===== src/rtl/sdwb_pkg.sv =====
// sdwb_pkg: shared command encoding and burst constants for the write
// burst engine. Assumes a single decoded command per clock.
package sdwb_pkg;
    typedef enum logic [1:0] {
        CMD_NOP = 2'd0,
        CMD_ACT = 2'd1,
        CMD_WR  = 2'd2,
        CMD_PRE = 2'd3
    } cmd_e;

    localparam int BURST_LEN = 4;
    localparam int BEAT_W    = $clog2(BURST_LEN);
endpackage


===== src/rtl/sdwb_bank_track.sv =====
// sdwb_bank_track: keeps the open flag and the active row of every bank.
// Assumes ACTIVE and PRECHARGE are mutually exclusive on a clock.
module sdwb_bank_track #(
    parameter int NUM_BANKS = 2,
    parameter int BANK_W    = 1,
    parameter int ROW_W     = 2
) (
    input  logic                              clk,
    input  logic                              rst_n,
    input  logic                              act_en,
    input  logic                              pre_en,
    input  logic [BANK_W-1:0]                 bank,
    input  logic [ROW_W-1:0]                  row,
    output logic [NUM_BANKS-1:0]              open_o,
    output logic [NUM_BANKS-1:0][ROW_W-1:0]   row_tab_o
);
    for (genvar g = 0; g < NUM_BANKS; g++) begin : g_bank
        logic hit;
        assign hit = (bank == BANK_W'(g));

        // Open or close this bank and latch its row on ACTIVE.
        always_ff @(posedge clk) begin
            if (!rst_n) begin
                open_o[g]    <= 1'b0;
                row_tab_o[g] <= '0;
            end else if (hit && act_en) begin
                open_o[g]    <= 1'b1;
                row_tab_o[g] <= row;
            end else if (hit && pre_en) begin
                open_o[g]    <= 1'b0;
            end
        end
    end
endmodule


===== src/rtl/sdwb_burst_ctrl.sv =====
// sdwb_burst_ctrl: sequences the four beats of a write burst, handles the
// same-bank precharge cut-off and WRITE restart, and raises the misuse
// error. Assumes bank_open reflects the state before this clock's command.
module sdwb_burst_ctrl
    import sdwb_pkg::*;
#(
    parameter int NUM_BANKS = 2,
    parameter int BANK_W    = 1,
    parameter int COL_W     = 4
) (
    input  logic                  clk,
    input  logic                  rst_n,
    input  cmd_e                  cmd,
    input  logic [BANK_W-1:0]     bank,
    input  logic [COL_W-1:0]      col,
    input  logic                  dqm,
    input  logic [NUM_BANKS-1:0]  bank_open,
    output logic                  busy_o,
    output logic [BANK_W-1:0]     burst_bank_o,
    output logic [BEAT_W-1:0]     beat_idx_o,
    output logic                  wr_en_o,
    output logic [BANK_W-1:0]     wr_bank_o,
    output logic [COL_W-1:0]      wr_col_o,
    output logic                  last_beat_o,
    output logic                  err_o
);
    localparam logic [BEAT_W-1:0] LAST_IDX = BEAT_W'(BURST_LEN - 1);

    logic [COL_W-1:0] base_col_q;
    logic [COL_W-1:0] beat_col;
    logic             wr_cmd;
    logic             wr_ok;
    logic             same_pre;
    logic             cont;

    // Classify this clock's command against the burst state.
    always_comb begin
        wr_cmd   = (cmd == CMD_WR);
        wr_ok    = wr_cmd && bank_open[bank];
        same_pre = busy_o && (cmd == CMD_PRE) && (bank == burst_bank_o);
        cont     = busy_o && !same_pre && !wr_ok;
    end

    // Column of the current beat, wrapping inside the aligned group.
    always_comb begin
        beat_col = base_col_q;
        beat_col[BEAT_W-1:0] = base_col_q[BEAT_W-1:0] + beat_idx_o;
    end

    // Write strobe and address toward the array.
    always_comb begin
        wr_en_o     = (wr_ok || cont) && !dqm;
        wr_bank_o   = wr_ok ? bank : burst_bank_o;
        wr_col_o    = wr_ok ? col : beat_col;
        last_beat_o = cont && (beat_idx_o == LAST_IDX);
    end

    // Burst state: start, advance, finish or cut off.
    always_ff @(posedge clk) begin
        if (!rst_n) begin
            busy_o       <= 1'b0;
            beat_idx_o   <= '0;
            base_col_q   <= '0;
            burst_bank_o <= '0;
        end else if (wr_ok) begin
            busy_o       <= 1'b1;
            beat_idx_o   <= BEAT_W'(1);
            base_col_q   <= col;
            burst_bank_o <= bank;
        end else if (cont) begin
            busy_o       <= (beat_idx_o != LAST_IDX);
            beat_idx_o   <= beat_idx_o + BEAT_W'(1);
        end else if (same_pre) begin
            busy_o       <= 1'b0;
            beat_idx_o   <= '0;
        end
    end

    // Sticky misuse flag: WRITE to a closed bank or during a burst.
    always_ff @(posedge clk) begin
        if (!rst_n) begin
            err_o <= 1'b0;
        end else if (wr_cmd && (!bank_open[bank] || busy_o)) begin
            err_o <= 1'b1;
        end
    end
endmodule


===== src/rtl/sdwb_recovery.sv =====
// sdwb_recovery: flags a same-bank PRECHARGE on the clock right after a
// burst's final beat. Assumes last_beat marks a beat that was taken.
module sdwb_recovery
    import sdwb_pkg::*;
#(
    parameter int BANK_W = 1
) (
    input  logic              clk,
    input  logic              rst_n,
    input  logic              last_beat,
    input  logic [BANK_W-1:0] burst_bank,
    input  cmd_e              cmd,
    input  logic [BANK_W-1:0] bank,
    output logic              viol_o
);
    logic              pend_q;
    logic [BANK_W-1:0] pend_bank_q;

    // Remember a just-finished burst and check the next command.
    always_ff @(posedge clk) begin
        if (!rst_n) begin
            pend_q      <= 1'b0;
            pend_bank_q <= '0;
            viol_o      <= 1'b0;
        end else begin
            viol_o      <= pend_q && (cmd == CMD_PRE) && (bank == pend_bank_q);
            pend_q      <= last_beat;
            pend_bank_q <= burst_bank;
        end
    end
endmodule


===== src/rtl/sdwb_array.sv =====
// sdwb_array: register store of NUM_BANKS x rows x columns bytes with one
// write port and a combinational peek port. Assumes NUM_BANKS is a power of 2.
module sdwb_array #(
    parameter int NUM_BANKS = 2,
    parameter int BANK_W    = 1,
    parameter int ROW_W     = 2,
    parameter int COL_W     = 4,
    parameter int DATA_W    = 8
) (
    input  logic              clk,
    input  logic              rst_n,
    input  logic              we,
    input  logic [BANK_W-1:0] wbank,
    input  logic [ROW_W-1:0]  wrow,
    input  logic [COL_W-1:0]  wcol,
    input  logic [DATA_W-1:0] wdata,
    input  logic [BANK_W-1:0] rbank,
    input  logic [ROW_W-1:0]  rrow,
    input  logic [COL_W-1:0]  rcol,
    output logic [DATA_W-1:0] rdata
);
    localparam int ADDR_W = BANK_W + ROW_W + COL_W;
    localparam int DEPTH  = 1 << ADDR_W;

    logic [DATA_W-1:0] mem [DEPTH];
    logic [ADDR_W-1:0] waddr;
    logic [ADDR_W-1:0] raddr;

    assign waddr = {wbank, wrow, wcol};
    assign raddr = {rbank, rrow, rcol};
    assign rdata = mem[raddr];

    // Clear on reset, otherwise store the strobed byte.
    always_ff @(posedge clk) begin
        if (!rst_n) begin
            for (int i = 0; i < DEPTH; i++) mem[i] <= '0;
        end else if (we) begin
            mem[waddr] <= wdata;
        end
    end
endmodule


===== src/rtl/sdwb_top.sv =====
// sdwb_top: write burst engine of a two-bank synchronous DRAM model. Takes
// one decoded command per clock, stores four-beat write bursts and honours
// precharge cut-off. Assumes no ACTIVE to the bank of a running burst.
module sdwb_top
    import sdwb_pkg::*;
#(
    parameter int NUM_BANKS = 2,
    parameter int ROW_W     = 2,
    parameter int COL_W     = 4,
    parameter int DATA_W    = 8,
    localparam int BANK_W   = $clog2(NUM_BANKS)
) (
    input  logic                 clk,
    input  logic                 rst_n,
    input  logic [1:0]           cmd_i,
    input  logic [BANK_W-1:0]    bank_i,
    input  logic [ROW_W-1:0]     row_i,
    input  logic [COL_W-1:0]     col_i,
    input  logic [DATA_W-1:0]    din_i,
    input  logic                 dqm_i,
    input  logic                 cas_lat3_i,
    input  logic [BANK_W-1:0]    rd_bank_i,
    input  logic [ROW_W-1:0]     rd_row_i,
    input  logic [COL_W-1:0]     rd_col_i,
    output logic [DATA_W-1:0]    rd_data_o,
    output logic [NUM_BANKS-1:0] bank_open_o,
    output logic                 burst_busy_o,
    output logic                 err_o,
    output logic                 rec_viol_o
);
    cmd_e                          cmd;
    logic [NUM_BANKS-1:0][ROW_W-1:0] row_tab;
    logic [BANK_W-1:0]             burst_bank;
    logic [BEAT_W-1:0]             beat_idx;
    logic                          wr_en;
    logic [BANK_W-1:0]             wr_bank;
    logic [COL_W-1:0]              wr_col;
    logic                          last_beat;
    logic                          unused_cas;

    assign cmd        = cmd_e'(cmd_i);
    assign unused_cas = cas_lat3_i;

    sdwb_bank_track #(
        .NUM_BANKS(NUM_BANKS), .BANK_W(BANK_W), .ROW_W(ROW_W)
    ) u_banks (
        .clk      (clk),
        .rst_n    (rst_n),
        .act_en   (cmd == CMD_ACT),
        .pre_en   (cmd == CMD_PRE),
        .bank     (bank_i),
        .row      (row_i),
        .open_o   (bank_open_o),
        .row_tab_o(row_tab)
    );

    sdwb_burst_ctrl #(
        .NUM_BANKS(NUM_BANKS), .BANK_W(BANK_W), .COL_W(COL_W)
    ) u_ctrl (
        .clk         (clk),
        .rst_n       (rst_n),
        .cmd         (cmd),
        .bank        (bank_i),
        .col         (col_i),
        .dqm         (dqm_i),
        .bank_open   (bank_open_o),
        .busy_o      (burst_busy_o),
        .burst_bank_o(burst_bank),
        .beat_idx_o  (beat_idx),
        .wr_en_o     (wr_en),
        .wr_bank_o   (wr_bank),
        .wr_col_o    (wr_col),
        .last_beat_o (last_beat),
        .err_o       (err_o)
    );

    sdwb_recovery #(.BANK_W(BANK_W)) u_rec (
        .clk       (clk),
        .rst_n     (rst_n),
        .last_beat (last_beat),
        .burst_bank(burst_bank),
        .cmd       (cmd),
        .bank      (bank_i),
        .viol_o    (rec_viol_o)
    );

    sdwb_array #(
        .NUM_BANKS(NUM_BANKS), .BANK_W(BANK_W), .ROW_W(ROW_W),
        .COL_W(COL_W), .DATA_W(DATA_W)
    ) u_mem (
        .clk  (clk),
        .rst_n(rst_n),
        .we   (wr_en),
        .wbank(wr_bank),
        .wrow (row_tab[wr_bank]),
        .wcol (wr_col),
        .wdata(din_i),
        .rbank(rd_bank_i),
        .rrow (rd_row_i),
        .rcol (rd_col_i),
        .rdata(rd_data_o)
    );
endmodule


===== config.mk =====
export PLATFORM = sky130hd
export DESIGN_NAME = sdwb_top
export DESIGN_NICKNAME = d
export VERILOG_FILES = /design/src/rtl/sdwb_pkg.sv /design/src/rtl/sdwb_bank_track.sv /design/src/rtl/sdwb_burst_ctrl.sv /design/src/rtl/sdwb_recovery.sv /design/src/rtl/sdwb_array.sv /design/src/rtl/sdwb_top.sv
export SDC_FILE = /design/constraint.sdc
export NUM_CORES = 2
export LEC_CHECK = 0
export BUFFER_PORTS_ARGS = -buffer_cell sky130_fd_sc_hd__buf_4
export CORE_UTILIZATION = 35
export DETAILED_ROUTE_END_ITERATION = 8
export SETUP_SLACK_MARGIN = 0.02
export SLEW_MARGIN = 20
export SYNTH_ARGS = -nofsm -noshare
export SYNTH_HDL_FRONTEND = slang
export SYNTH_HIERARCHICAL = 1
export SYNTH_SLANG_ARGS = --single-unit

===== constraint.sdc =====
create_clock -name clk -period 6.8 [get_ports clk]
set_clock_uncertainty 0.05 [all_clocks]
set_input_delay 1.36 -clock clk [delete_from_list [all_inputs] [get_ports clk]]
set_output_delay 1.36 -clock clk [all_outputs]
set_load 0.01 [all_outputs]

==> metrics.txt <==
# TYPE chip_impl_metric gauge
chip_impl_metric{name="fmax",unit="MHz"} 173.6
chip_impl_metric{name="ctsHoldBuffers",unit=""} 0
chip_impl_metric{name="library_cells_used_by_synthesis",unit=""} 45
chip_impl_metric{name="first_global_vias",unit=""} 25809
chip_impl_metric{name="filler_cell_count",unit=""} 12321
chip_impl_metric{name="hold_viol",unit=""} 0
chip_impl_metric{name="synthesized_area_fraction_occupied_by_xor_and_xnor_cells",unit=""} 0.0007294
chip_impl_info{name="rsz0062_at_grt",value="no"} 1
chip_impl_metric{name="fp.dieW",unit="µm"} 372.4
chip_impl_metric{name="drt-vias-per-instance",unit=""} 5.158
chip_impl_metric{name="cts_num_sinks",unit=""} 1042
chip_impl_metric{name="cts_made_buffers",unit=""} 103
chip_impl_metric{name="synth_compound_gate_area_share",unit=""} 0.01607
chip_impl_metric{name="post_cts.repair.setup_buffers",unit=""} 0
chip_impl_info{name="dr.max_layer_used",value="met5"} 1
chip_impl_metric{name="worst_path_largest_cell_delay",unit="ps"} 590
chip_impl_metric{name="core_area",unit="mm²"} 0.1358
chip_impl_info{name="outcome",value="complete, no violations"} 1
chip_impl_metric{name="synth.cell_area",unit="mm²"} 0.04803
chip_impl_metric{name="netSwitchingFraction",unit=""} 0.2192
chip_impl_metric{name="num_io_pins",unit=""} 41
chip_impl_metric{name="timing_worst_slew_pin_value",unit="ps"} 1091
chip_impl_info{name="leading_cell_type_in_the_layout_fill_and_taps_excluded",value="sky130_fd_sc_hd__and2_1"} 1
chip_impl_metric{name="met1_wire_length",unit="µm"} 51850
chip_impl_metric{name="worst-path-buf-inv",unit=""} 3
chip_impl_metric{name="max-cap-violations",unit=""} 0
chip_impl_metric{name="grt_antenna_before_repair",unit=""} 8
chip_impl_metric{name="route.met2.wl",unit="µm"} 58100
chip_impl_metric{name="grt_overflow_total",unit=""} 0
chip_impl_metric{name="dp_hpwl",unit="µm"} 76060
chip_impl_metric{name="pin_count_of_the_biggest_net_entering_global_routing",unit=""} 97
chip_impl_info{name="top_family_by_delay_on_critical_path",value="multiplexers"} 1
chip_impl_metric{name="std_cell_rows",unit=""} 135
chip_impl_metric{name="power.density_cell_area",unit="mW/mm²"} 262.1
chip_impl_metric{name="synth_seq_cells",unit=""} 1042
chip_impl_metric{name="dr.pass1.iters",unit=""} 7
chip_impl_metric{name="max-slew-margin-rel",unit=""} 0.2649
chip_impl_info{name="synth_area_leader_cell",value="sky130_fd_sc_hd__edfxtp_1"} 1
chip_impl_metric{name="initial_utilization",unit=""} 0.3537
chip_impl_metric{name="gp_congestion",unit=""} 0.7729
chip_impl_info{name="yosys_most_used_dff",value="sky130_fd_sc_hd__edfxtp_1"} 1
chip_impl_metric{name="synthesis.area_per_instance",unit="µm²"} 15.86
chip_impl_metric{name="synthToLayoutAreaGrowth",unit="%"} 13.42
chip_impl_info{name="timing.critical_path.cells",value="buf_8, buf_12, mux4_2, mux4_2, mux4_2, mux2_2, buf_4"} 1
chip_impl_info{name="synth_top_family_by_area",value="multiplexers"} 1
chip_impl_info{name="critPathMostFrequentCell",value="sky130_fd_sc_hd__mux4_2"} 1
chip_impl_info{name="clock_tree_from_tritoncts",value="done"} 1
chip_impl_metric{name="clk_transition_reported_paths",unit="ps"} 60
chip_impl_info{name="worst_hold_path_type",value="flop to flop"} 1
chip_impl_metric{name="final.min_clock_period",unit="ps"} 5760
chip_impl_metric{name="timing.critical_path.required",unit="ps"} 5390
chip_impl_metric{name="clk-insertion-delay-late",unit="ps"} 690
chip_impl_metric{name="detail_route.iter0.violations",unit=""} 2382
chip_impl_metric{name="clock_tree.htree_level_count",unit=""} 3
chip_impl_metric{name="final_cycle_utilization_of_the_critical_path",unit=""} 0.8471
chip_impl_metric{name="detail_route.wl_per_cell",unit="µm"} 24.24
chip_impl_metric{name="power_frac_comb",unit=""} 0.070
chip_impl_info{name="category_of_the_critical_setup_timing_path",value="input port to output pin"} 1
chip_impl_metric{name="tns",unit="ps"} 0
chip_impl_metric{name="cts-root-to-sink-buffers",unit=""} 3
chip_impl_metric{name="placed_area",unit="mm²"} 0.05092
chip_impl_info{name="root_buffer",value="sky130_fd_sc_hd__clkbuf_16"} 1
chip_impl_metric{name="report.final.slew_viol_count",unit=""} 0
chip_impl_metric{name="detailroute.wirelength.met3",unit="µm"} 7330
chip_impl_metric{name="synth_enable_flop_cells",unit=""} 1024
chip_impl_metric{name="power.leakage",unit="nW"} 19.23
chip_impl_metric{name="post_cts_resized",unit=""} 0
chip_impl_metric{name="layout-drive-gt1-share",unit=""} 0.2262
chip_impl_metric{name="synth-async-reset-ratio",unit=""} 0
chip_impl_metric{name="critPathMaxFanout",unit=""} 42
chip_impl_metric{name="routed-via-count",unit=""} 25592
chip_impl_metric{name="worst_ir_drop_vdd",unit="V"} 0.0002363
chip_impl_metric{name="synth-adder-area-share",unit=""} 0.0005210
chip_impl_metric{name="drt_wl_total",unit="µm"} 120300
chip_impl_info{name="start_kind",value="input port"} 1
chip_impl_metric{name="setup_viol_count_final",unit=""} 0
chip_impl_metric{name="cell_count_after_synthesis",unit=""} 3028
chip_impl_metric{name="number_of_buffers_inserted_by_port_buffering",unit=""} 39
chip_impl_metric{name="floorplan_die_area",unit="mm²"} 0.1387
chip_impl_metric{name="drc",unit=""} 0
chip_impl_metric{name="total_switching_power",unit="mW"} 3.129
chip_impl_metric{name="synth_warnings",unit=""} 6
chip_impl_metric{name="final_cell_area",unit="mm²"} 0.05448
chip_impl_metric{name="synth_simple_gate_area_frac",unit=""} 0.1525
chip_impl_info{name="post_synth_main_area_contributors",value="sky130_fd_sc_hd__edfxtp_1 64%, sky130_fd_sc_hd__mux4_2 16%, sky130_fd_sc_hd__and2_1 13%"} 1
chip_impl_metric{name="clock_power_share",unit=""} 0.419
chip_impl_metric{name="synth.mux.area_fraction",unit=""} 0.1613
chip_impl_metric{name="part_of_the_yosys_area_used_for_sequential_elements",unit=""} 0.6477
chip_impl_metric{name="cell_internal_pwr",unit="mW"} 11.15
chip_impl_metric{name="power.share.sequential",unit=""} 0.512
chip_impl_metric{name="antenna_left",unit=""} 0
chip_impl_info{name="final_cell_mix",value="1029 x sky130_fd_sc_hd__and2_1, 1024 x sky130_fd_sc_hd__edfxtp_1, 336 x sky130_fd_sc_hd__mux4_2"} 1
chip_impl_metric{name="grt_first_pass_wirelength",unit="µm"} 177700
chip_impl_metric{name="proportion_of_netlist_area_held_by_the_largest_area_contributor",unit=""} 0.6402
chip_impl_metric{name="num-nets-final",unit=""} 3122
chip_impl_metric{name="syn-num-nets",unit=""} 3058
chip_impl_info{name="cp-end-kind",value="output pin"} 1
chip_impl_metric{name="crit_arrival",unit="ps"} 4350
chip_impl_metric{name="grt_use_total",unit=""} 0.1747
chip_impl_info{name="slowest_cp_cell",value="sky130_fd_sc_hd__mux4_2"} 1
chip_impl_metric{name="die_h",unit="µm"} 372.4
through the flow:
| stage | util | power (mW) | std cells | hold slack (ps) | worst slack [ps] |
|---|---|---|---|---|---|
| 2_1_floorplan | - | 8.007 | 3028 | 381.3 | 1607 |
| 3_3_place_gp | 0.3750 | 8.427 | 4767 | 395.5 | 1030 |
| 3_5_place_dp | 0.3750 | 8.440 | 4767 | 398.5 | 1038 |
| 4_1_cts | 0.4009 | 14.41 | 4958 | 408.0 | 1036 |
| 5_1_grt | 0.4011 | 14.67 | 4959 | 427.1 | 969.9 |
| 6_report | 0.4011 | 14.28 | 4962 | 403.0 | 1040 |
logic make-up (layout without fill, tap and decap cells):
group,after synthesis,in the layout
multiplexers,352,352
flip-flops,1042,1042
buffers and inverters,248,398
other,0,3
AND/OR/NAND/NOR,1232,1232
AO/OA/AOI/OAI,148,148
adder cells (fa/ha/maj),2,2
XOR/XNOR,4,4
area by class of cell:
class,instances,area (µm²),share of cell area
antenna,3,7.507,0.0001378
clock buffer,123,2726,0.05005
clock inverter,68,792.0,0.01454
inverter,3,11.26,0.0002067
multi-input combinational,1738,15910,0.2920
sequential,1042,31110,0.5711
tap,1781,2228,0.04091
timing repair buffer,204,1692,0.03105
synthesized netlist by cell type, drive strengths merged (2+ instances only):
cell type	number
and2	1030
edfxtp	1024
mux4	336
clkbuf	199
o21ai	132
nor2	131
buf	46
nand2	24
dfxtp	18
nand3	13
mux2	11
a21oi	9
nand2b	7
nor2b	7
mux2i	5
or2	5
nand3b	4
nand4	3
xor2	3
ha	2
inv	2
nor3	2
nor4	2
or3b	2
final timing paths:
| path | endpoint | slack (ps) | from | cells past startpoint |
|---|---|---|---|---|
| max | rd_data_o[5] | 1040 | rd_col_i[0] | 7 |
| min | u_ctrl/err_o | 400 | u_ctrl/err_o | 2 |
| max reg2reg | u_mem/mem[102][3] | 2880 | u_banks/open_o[1] | 8 |
| min reg2reg | u_ctrl/err_o | 400 | u_ctrl/err_o | 2 |
layer usage:
layer  vias up  track usage
li1      11391            -
met1     13243       0.2424
met2       802       0.2834
met3       154      0.02509
met4         2      0.05400
met5         -            0
flip-flops by register name (all words and copies together), names as in the netlist, 2 cells and up:
| name | cells |
|---|---|
| u_ctrl/beat_idx_o | 2 |
| u_ctrl/base_col_q | 4 |
| u_banks/open_o | 2 |
| u_banks/row_tab_o | 4 |
| u_mem/mem | 1024 |
worst min-delay path, delay by kind of cell, from the launching register on:
family | cells | cell delay (ps)
flops | 1 | 310
buf+inv | 1 | 50
compound gates | 1 | 50
power by group through the flow:
stage | Clock, mW | Combinational [mW] | Sequential (mW)
2_1_floorplan | 0 | 0.599 | 7.41
3_3_place_gp | 0 | 0.995 | 7.43
3_5_place_dp | 0 | 1.00 | 7.44
4_1_cts | 6.10 | 1.00 | 7.31
5_1_grt | 6.31 | 1.05 | 7.32
6_report | 5.98 | 0.995 | 7.30
(Power assumes the default switching activity.)
